$ cat src/rtl/smb_vid_pkg.sv
package smb_vid_pkg;
  localparam int BYTE_BITS = 8;
  localparam logic [2:0] CMD_VID = 3'b001;
  localparam logic [2:0] CMD_ON  = 3'b010;

  typedef struct packed {
    logic rxShift;
    logic cmdLoad;
    logic loLoad;
    logic commit;
    logic txLoad;
    logic txSel;
    logic txShift;
  } strobe_t;

  typedef enum logic [2:0] {
    S_IDLE, S_RX, S_RXACK, S_TX, S_TXACK, S_WAIT
  } busState_t;

  typedef enum logic [1:0] {
    P_ADDR, P_CMD, P_LO, P_HI
  } phase_t;
endpackage

$ cat src/rtl/smb_vid_sync.sv
module smb_vid_sync #(
  parameter int SYNC_STAGES = 2
) (
  input  logic clk,
  input  logic rstN,
  input  logic sclIn,
  input  logic sdaIn,
  output logic sdaBit,
  output logic sclRise,
  output logic sclFall,
  output logic startEv,
  output logic stopEv
);
  logic [SYNC_STAGES-1:0] sclPipe;
  logic [SYNC_STAGES-1:0] sdaPipe;
  logic sclPrev, sdaPrev;

  genvar i;
  generate
    for (i = 0; i < SYNC_STAGES; i++) begin : gStage
      if (i == 0) begin : gFirst
        always_ff @(posedge clk or negedge rstN) begin
          if (!rstN) begin
            sclPipe[0] <= 1'b1;
            sdaPipe[0] <= 1'b1;
          end else begin
            sclPipe[0] <= sclIn;
            sdaPipe[0] <= sdaIn;
          end
        end
      end else begin : gNext
        always_ff @(posedge clk or negedge rstN) begin
          if (!rstN) begin
            sclPipe[i] <= 1'b1;
            sdaPipe[i] <= 1'b1;
          end else begin
            sclPipe[i] <= sclPipe[i-1];
            sdaPipe[i] <= sdaPipe[i-1];
          end
        end
      end
    end
  endgenerate

  always_ff @(posedge clk or negedge rstN) begin
    if (!rstN) begin
      sclPrev <= 1'b1;
      sdaPrev <= 1'b1;
    end else begin
      sclPrev <= sclPipe[SYNC_STAGES-1];
      sdaPrev <= sdaPipe[SYNC_STAGES-1];
    end
  end

  logic sclNow;
  assign sclNow  = sclPipe[SYNC_STAGES-1];
  assign sdaBit  = sdaPipe[SYNC_STAGES-1];
  assign sclRise = sclNow & ~sclPrev;
  assign sclFall = ~sclNow & sclPrev;
  assign startEv = sclNow & sclPrev & sdaPrev & ~sdaBit;
  assign stopEv  = sclNow & sclPrev & ~sdaPrev & sdaBit;
endmodule

$ cat src/rtl/smb_vid_ctrl.sv
module smb_vid_ctrl
  import smb_vid_pkg::*;
(
  input  logic    clk,
  input  logic    rstN,
  input  logic    sclRise,
  input  logic    sclFall,
  input  logic    startEv,
  input  logic    stopEv,
  input  logic    sdaBit,
  input  logic    addrMatch,
  input  logic    rwBit,
  input  logic    txBit,
  input  logic    txEn,
  output strobe_t strobe,
  output logic    sdaOe
);
  localparam int CNT_W = $clog2(BYTE_BITS + 1);
  localparam logic [CNT_W-1:0] FULL = CNT_W'(BYTE_BITS);

  busState_t state, stateN;
  phase_t    phase, phaseN;
  logic [CNT_W-1:0] bitCnt, bitCntN;
  logic readQ, readN;
  logic txIdx, txIdxN;
  logic hostAck, hostAckN;

  always_comb begin
    strobe   = '0;
    stateN   = state;
    phaseN   = phase;
    bitCntN  = bitCnt;
    readN    = readQ;
    txIdxN   = txIdx;
    hostAckN = hostAck;
    if (startEv) begin
      stateN  = S_RX;
      phaseN  = P_ADDR;
      bitCntN = '0;
    end else if (stopEv) begin
      stateN = S_IDLE;
    end else begin
      unique case (state)
        S_RX: begin
          if (sclRise && bitCnt != FULL) begin
            strobe.rxShift = 1'b1;
            bitCntN = bitCnt + 1'b1;
          end else if (sclFall && bitCnt == FULL) begin
            bitCntN = '0;
            stateN  = S_RXACK;
            unique case (phase)
              P_ADDR: begin
                if (addrMatch) readN = rwBit;
                else stateN = S_WAIT;
              end
              P_CMD:   strobe.cmdLoad = 1'b1;
              P_LO:    strobe.loLoad = 1'b1;
              default: ;
            endcase
          end
        end
        S_RXACK: begin
          if (sclFall) begin
            unique case (phase)
              P_ADDR: begin
                if (readQ) begin
                  strobe.txLoad = 1'b1;
                  strobe.txSel  = 1'b0;
                  txIdxN = 1'b0;
                  stateN = S_TX;
                end else begin
                  stateN = S_RX;
                  phaseN = P_CMD;
                end
              end
              P_CMD: begin stateN = S_RX; phaseN = P_LO; end
              P_LO:  begin stateN = S_RX; phaseN = P_HI; end
              default: begin
                strobe.commit = 1'b1;
                stateN = S_WAIT;
              end
            endcase
          end
        end
        S_TX: begin
          if (sclRise) begin
            bitCntN = bitCnt + 1'b1;
          end else if (sclFall) begin
            if (bitCnt == FULL) begin
              bitCntN = '0;
              stateN  = S_TXACK;
            end else begin
              strobe.txShift = 1'b1;
            end
          end
        end
        S_TXACK: begin
          if (sclRise) begin
            hostAckN = ~sdaBit;
          end else if (sclFall) begin
            if (hostAck && !txIdx) begin
              strobe.txLoad = 1'b1;
              strobe.txSel  = 1'b1;
              txIdxN = 1'b1;
              stateN = S_TX;
            end else begin
              stateN = S_WAIT;
            end
          end
        end
        default: ;
      endcase
    end
  end

  always_ff @(posedge clk or negedge rstN) begin
    if (!rstN) begin
      state   <= S_IDLE;
      phase   <= P_ADDR;
      bitCnt  <= '0;
      readQ   <= 1'b0;
      txIdx   <= 1'b0;
      hostAck <= 1'b0;
    end else begin
      state   <= stateN;
      phase   <= phaseN;
      bitCnt  <= bitCntN;
      readQ   <= readN;
      txIdx   <= txIdxN;
      hostAck <= hostAckN;
    end
  end

  assign sdaOe = (state == S_RXACK) | ((state == S_TX) & txEn & ~txBit);
endmodule

$ cat src/rtl/smb_vid_data.sv
module smb_vid_data
  import smb_vid_pkg::*;
#(
  parameter logic [6:0] SLAVE_ADDR = 7'b1110001,
  parameter int         VID_W      = 5
) (
  input  logic             clk,
  input  logic             rstN,
  input  strobe_t          strobe,
  input  logic             sdaBit,
  output logic             addrMatch,
  output logic             rwBit,
  output logic             txBit,
  output logic             txEn,
  output logic [VID_W-1:0] regVid0,
  output logic [VID_W-1:0] regVid1,
  output logic             smbOn
);
  localparam int PAD_W = BYTE_BITS - VID_W;
  localparam logic [VID_W-1:0] VID_RESET = '1;

  logic [BYTE_BITS-1:0] rxShiftQ, cmdQ, loQ, txShiftQ;
  logic [BYTE_BITS-1:0] readLo, readHi;

  assign addrMatch = (rxShiftQ[BYTE_BITS-1:1] == SLAVE_ADDR);
  assign rwBit     = rxShiftQ[0];
  assign txBit     = txShiftQ[BYTE_BITS-1];
  assign txEn      = ~cmdQ[7];

  always_comb begin
    if (cmdQ[6]) begin
      readLo = {{(BYTE_BITS-1){1'b0}}, smbOn};
      readHi = '0;
    end else begin
      readLo = {regVid0, {PAD_W{1'b0}}};
      readHi = {regVid1, {PAD_W{1'b0}}};
    end
  end

  always_ff @(posedge clk or negedge rstN) begin
    if (!rstN) begin
      rxShiftQ <= '0;
      cmdQ     <= '0;
      loQ      <= '0;
      txShiftQ <= '1;
    end else begin
      if (strobe.rxShift) rxShiftQ <= {rxShiftQ[BYTE_BITS-2:0], sdaBit};
      if (strobe.cmdLoad) cmdQ <= rxShiftQ;
      if (strobe.loLoad)  loQ  <= rxShiftQ;
      if (strobe.txLoad)  txShiftQ <= strobe.txSel ? readHi : readLo;
      else if (strobe.txShift) txShiftQ <= {txShiftQ[BYTE_BITS-2:0], 1'b1};
    end
  end

  always_ff @(posedge clk or negedge rstN) begin
    if (!rstN) begin
      regVid0 <= VID_RESET;
      regVid1 <= VID_RESET;
      smbOn   <= 1'b0;
    end else if (strobe.commit) begin
      if (cmdQ[7:5] == CMD_VID) begin
        regVid0 <= loQ[BYTE_BITS-1 -: VID_W];
        regVid1 <= rxShiftQ[BYTE_BITS-1 -: VID_W];
      end else if (cmdQ[7:5] == CMD_ON) begin
        smbOn <= loQ[0];
      end
    end
  end
endmodule

$ cat src/rtl/smb_vid_slave.sv
module smb_vid_slave
  import smb_vid_pkg::*;
#(
  parameter logic [6:0] SLAVE_ADDR  = 7'b1110001,
  parameter int         VID_W       = 5,
  parameter int         SYNC_STAGES = 2
) (
  input  logic             clk,
  input  logic             rstN,
  input  logic             sclIn,
  input  logic             sdaIn,
  output logic             sdaOe,
  output logic             sdaOut,
  input  logic             sel,
  output logic [VID_W-1:0] vid,
  output logic             smbOn
);
  logic sdaBit, sclRise, sclFall, startEv, stopEv;
  logic addrMatch, rwBit, txBit, txEn;
  logic [VID_W-1:0] regVid0, regVid1;
  strobe_t strobe;

  smb_vid_sync #(.SYNC_STAGES(SYNC_STAGES)) u_sync (
    .clk(clk), .rstN(rstN), .sclIn(sclIn), .sdaIn(sdaIn),
    .sdaBit(sdaBit), .sclRise(sclRise), .sclFall(sclFall),
    .startEv(startEv), .stopEv(stopEv)
  );

  smb_vid_ctrl u_ctrl (
    .clk(clk), .rstN(rstN), .sclRise(sclRise), .sclFall(sclFall),
    .startEv(startEv), .stopEv(stopEv), .sdaBit(sdaBit),
    .addrMatch(addrMatch), .rwBit(rwBit), .txBit(txBit), .txEn(txEn),
    .strobe(strobe), .sdaOe(sdaOe)
  );

  smb_vid_data #(.SLAVE_ADDR(SLAVE_ADDR), .VID_W(VID_W)) u_data (
    .clk(clk), .rstN(rstN), .strobe(strobe), .sdaBit(sdaBit),
    .addrMatch(addrMatch), .rwBit(rwBit), .txBit(txBit), .txEn(txEn),
    .regVid0(regVid0), .regVid1(regVid1), .smbOn(smbOn)
  );

  assign sdaOut = 1'b0;
  assign vid    = sel ? regVid1 : regVid0;
endmodule

$ cat config.mk
export PLATFORM = sky130hd
export DESIGN_NAME = smb_vid_slave
export DESIGN_NICKNAME = d
export VERILOG_FILES = /design/src/rtl/smb_vid_pkg.sv /design/src/rtl/smb_vid_sync.sv /design/src/rtl/smb_vid_ctrl.sv /design/src/rtl/smb_vid_data.sv /design/src/rtl/smb_vid_slave.sv
export SDC_FILE = /design/constraint.sdc
export NUM_CORES = 1
export LEC_CHECK = 0
export BUFFER_PORTS_ARGS = -buffer_cell sky130_fd_sc_hd__buf_2
export CAP_MARGIN = 10
export CORE_UTILIZATION = 55
export DETAILED_ROUTE_END_ITERATION = 6
export PLACE_DENSITY = 0.72
export SYNTH_ARGS = -nofsm -noshare
export SYNTH_HDL_FRONTEND = slang
export SYNTH_SLANG_ARGS = --single-unit
$ cat constraint.sdc
create_clock -name clk -period 2.2 [get_ports clk]
set_input_delay 0.22 -clock clk [delete_from_list [all_inputs] [get_ports clk]]
set_output_delay 0.22 -clock clk [all_outputs]
set_load 0.01 [all_outputs]
==> summary.txt <==
Status -> completed
Total die area -> 5480 µm²
Syn Area/Cell -> 11.5 µm²
Worst setup endpoint -> u_data.txShiftQ[5]
Post-Syn Area -> 2850 µm²
Synthesized flop and latch total -> 54
Setup TNS -> 0 ps
Most frequent cells in the layout -> mux2_2, dfrtp_1, dfstp_2
Ant. Diodes -> 0
CP Max Fanout -> 9
Flop2flop setup slack -> 90 ps
Setup ws final -> 89.7 ps
First-pass GRT wire length -> 9040 µm
DP Wirelength -> 3740 µm
Async set-reset flop share out of synthesis -> 1.00
Worst Path Required -> 2440 ps
Vias in the first global route -> 1873
Overall power -> 2.82 mW
RR Startpoint -> u_sync.sclPrev
CTS root buf -> clkbuf_8
Ys Warns -> 0
Via-per-instance ratio -> 5.78
Wirelength per Cell -> 15.9 µm
Final setup vio count -> 0
IO Pins -> 13
Largest net degree at the start of global routing -> 55
Die Wd -> 74.0 µm
Initial antenna violation count -> 0
IO Port Bufs -> 11
Primary FF master, synth -> dfrtp_1
CTS tree -> yes
Share of cells above drive strength 1 -> 0.377
Static Leak -> 1.41 nW
Final hold vios -> 0
Area of the core -> 4850 µm²
Worst Setup Path Type -> flop to flop
CP startpoint -> u_sync.sclPrev
GPL Wtd Cong -> 0.891
Worst setup EP type -> flop
Total gr overflow -> 0
Period utilization -> 0.959
CTS clk-pin slew, worst paths -> 110 ps
Final-report max-slew violation count -> 0
Vias post-DR -> 1935
RSZ-0062 raised after global routing -> no
Fin Clk Skew -> 8.22 ps
Die height -> 74.0 µm
Worst Hold Class -> input pin to asynchronous set/reset pin
Max-cap check violation count -> 0
DRC -> 0
Post-synthesis cell type count -> 57
Initial Utilization -> 0.588
Final cell count without fillers -> 335
CTS Buf Count -> 5
Post-route ant nets -> 0
R2R depth -> 5
Final net count -> 283
Clock Path Buffers -> 2
Worst Hold Slack -> 14.5 ps
1st-pass router iterations -> 4
Htree depth -> 2
Fmax -> 0.474 GHz
Tmin final -> 2110 ps
Pre-CTS WS -> -14.5 ps
WL final -> 5330 µm
Rows -> 25
Post-Place Cells -> 324
Maximum vdd drop -> 0.000567 V
EDFF count, synth -> 0
Worst-Skew Late Latency -> 300 ps
Reg2reg end -> u_data.txShiftQ[5]
Pwr Density -> 882 nW/µm²
Mapped Nets -> 264
Seq/Total Area, Yosys -> 0.484
Post-Synthesis Cells -> 248
DR iter-0 viols -> 230
Max_slew headroom -> 0.556
Area grow syn2layout -> 12.1%
Slew @ Worst Pin -> 666 ps
Crit path DAT -> 2350 ps
Sink Count -> 54
Gr usage total -> 0.215
Commonest non-fill, non-tap cell in the layout -> mux2_2
Startpoint types -> flop
==> area by class of cell <==
cell class                      instances  area (µm²)
Clock buffer                            5        68.8
Fill cell                             378        1650
Multi-Input combinational cell        174        1430
Sequential cell                        54        1380
Clock inverter                          3        48.8
Inverter                                8        30.0
Timing Repair Buffer                   24         158
Tap cell                               67        83.8
==> synth_stat cells, drive strengths merged, types with 2 or more instances <==
cell type	instances	area (µm²)
o2bb2ai	2	17.5
a21o	3	22.5
a22oi	5	37.5
nor3	5	25.0
nor2	15	63.8
o21a	6	45.0
clkbuf	3	12.5
dfstp	24	631
ha	11	138
o32a	5	50.1
a21oi	12	71.3
or3b	3	26.3
and2	3	18.8
o211ai	2	15.0
mux2	34	383
nand3	6	30.0
a22o	3	26.3
inv	8	30.0
dfrtp	30	751
nor4b	2	17.5
nand2	17	63.8
nand3b	6	45.0
o21ai	4	20.0
buf	9	58.8
nor4	2	27.5
nand2b	3	18.8
mux2i	2	20.0
or3	2	12.5
==> metrics by stage <==
step / util / area, µm²
3_5_place_dp: 0.619 / 3000
6_report: 0.659 / 3200
3_3_place_gp: 0.619 / 3000
2_1_floorplan: - / 2850
4_1_cts: 0.645 / 3130
5_1_grt: 0.659 / 3200
==> flip-flops by register name, indices dropped and copies added, names as in the netlist, 2 cells and up <==
signal / count
u_data.regVid0: 5
u_data.rxShiftQ: 8
u_ctrl.bitCnt: 4
u_data.loQ: 6
u_data.txShiftQ: 8
u_data.cmdQ: 3
u_ctrl.phase: 2
u_data.regVid1: 5
u_ctrl.state: 3
==> report_power, final <==
group / internal (mW) / switching (mW) / total, mW / leakage [nW]
Combinational: 0.364 / 0.420 / 0.784 / 0.703
Clock: 0.347 / 0.343 / 0.691 / 0.0563
Sequential: 1.18 / 0.163 / 1.34 / 0.654
Total: 1.89 / 0.927 / 2.82 / 1.41
==> critical path: stages (launching register included) <==
cell and delay, ps:
dfstp_2 560, ha_1 310, nand2b_1 120, or3_1 540, o21a_1 240, o32a_1 280
==> worst min-delay path by stage <==
| stage | to | slack (ps) | cells after the start |
|---|---|---|---|
| floorplan | u_ctrl.bitCnt[0] | -80 | 0 |
| global placement | u_sync.sdaPipe[0] | 330 | 1 |
| global route | u_ctrl.hostAck | 90 | 2 |
| CTS | u_sync.sdaPipe[0] | 4 | 1 |
| detailed placement | u_sync.sdaPipe[0] | 330 | 1 |
| finish | u_ctrl.bitCnt[0] | 10 | 2 |
==> layer usage <==
metal / wire, µm / vias to the layer above / global-route usage
met3: 137 / 2 / 0.0339
met2: 2360 / 33 / 0.316
li1: - / 943 / -
met5: 0 / - / 0
met1: 2810 / 957 / 0.330
met4: 22 / 0 / 0.0556
==> cell families (layout without fill, tap and decap cells) <==
| logic type | after synthesis | after routing | share of synthesized area |
|---|---|---|---|
| AND/OR/NAND/NOR | 72 | 72 | 0.146 |
| flip-flops | 54 | 54 | 0.484 |
| AO/OA/AOI/OAI | 53 | 53 | 0.140 |
| multiplexers | 36 | 36 | 0.141 |
| buffers and inverters | 20 | 40 | 0.0355 |
| adder cells (fa/ha/maj) | 11 | 11 | 0.0483 |
| other | 1 | 1 | 0.00132 |
| XOR/XNOR | 1 | 1 | 0.00307 |
==> what timing repair did <==
item,in CTS,in global routing
resized for setup,1,9
buffers inserted,0,1
hold buffers,0,2
pin swaps,2,1
endpoints found under the hold margin,0,2
endpoints found under the setup margin,2,11
(Power assumes the default switching activity.)
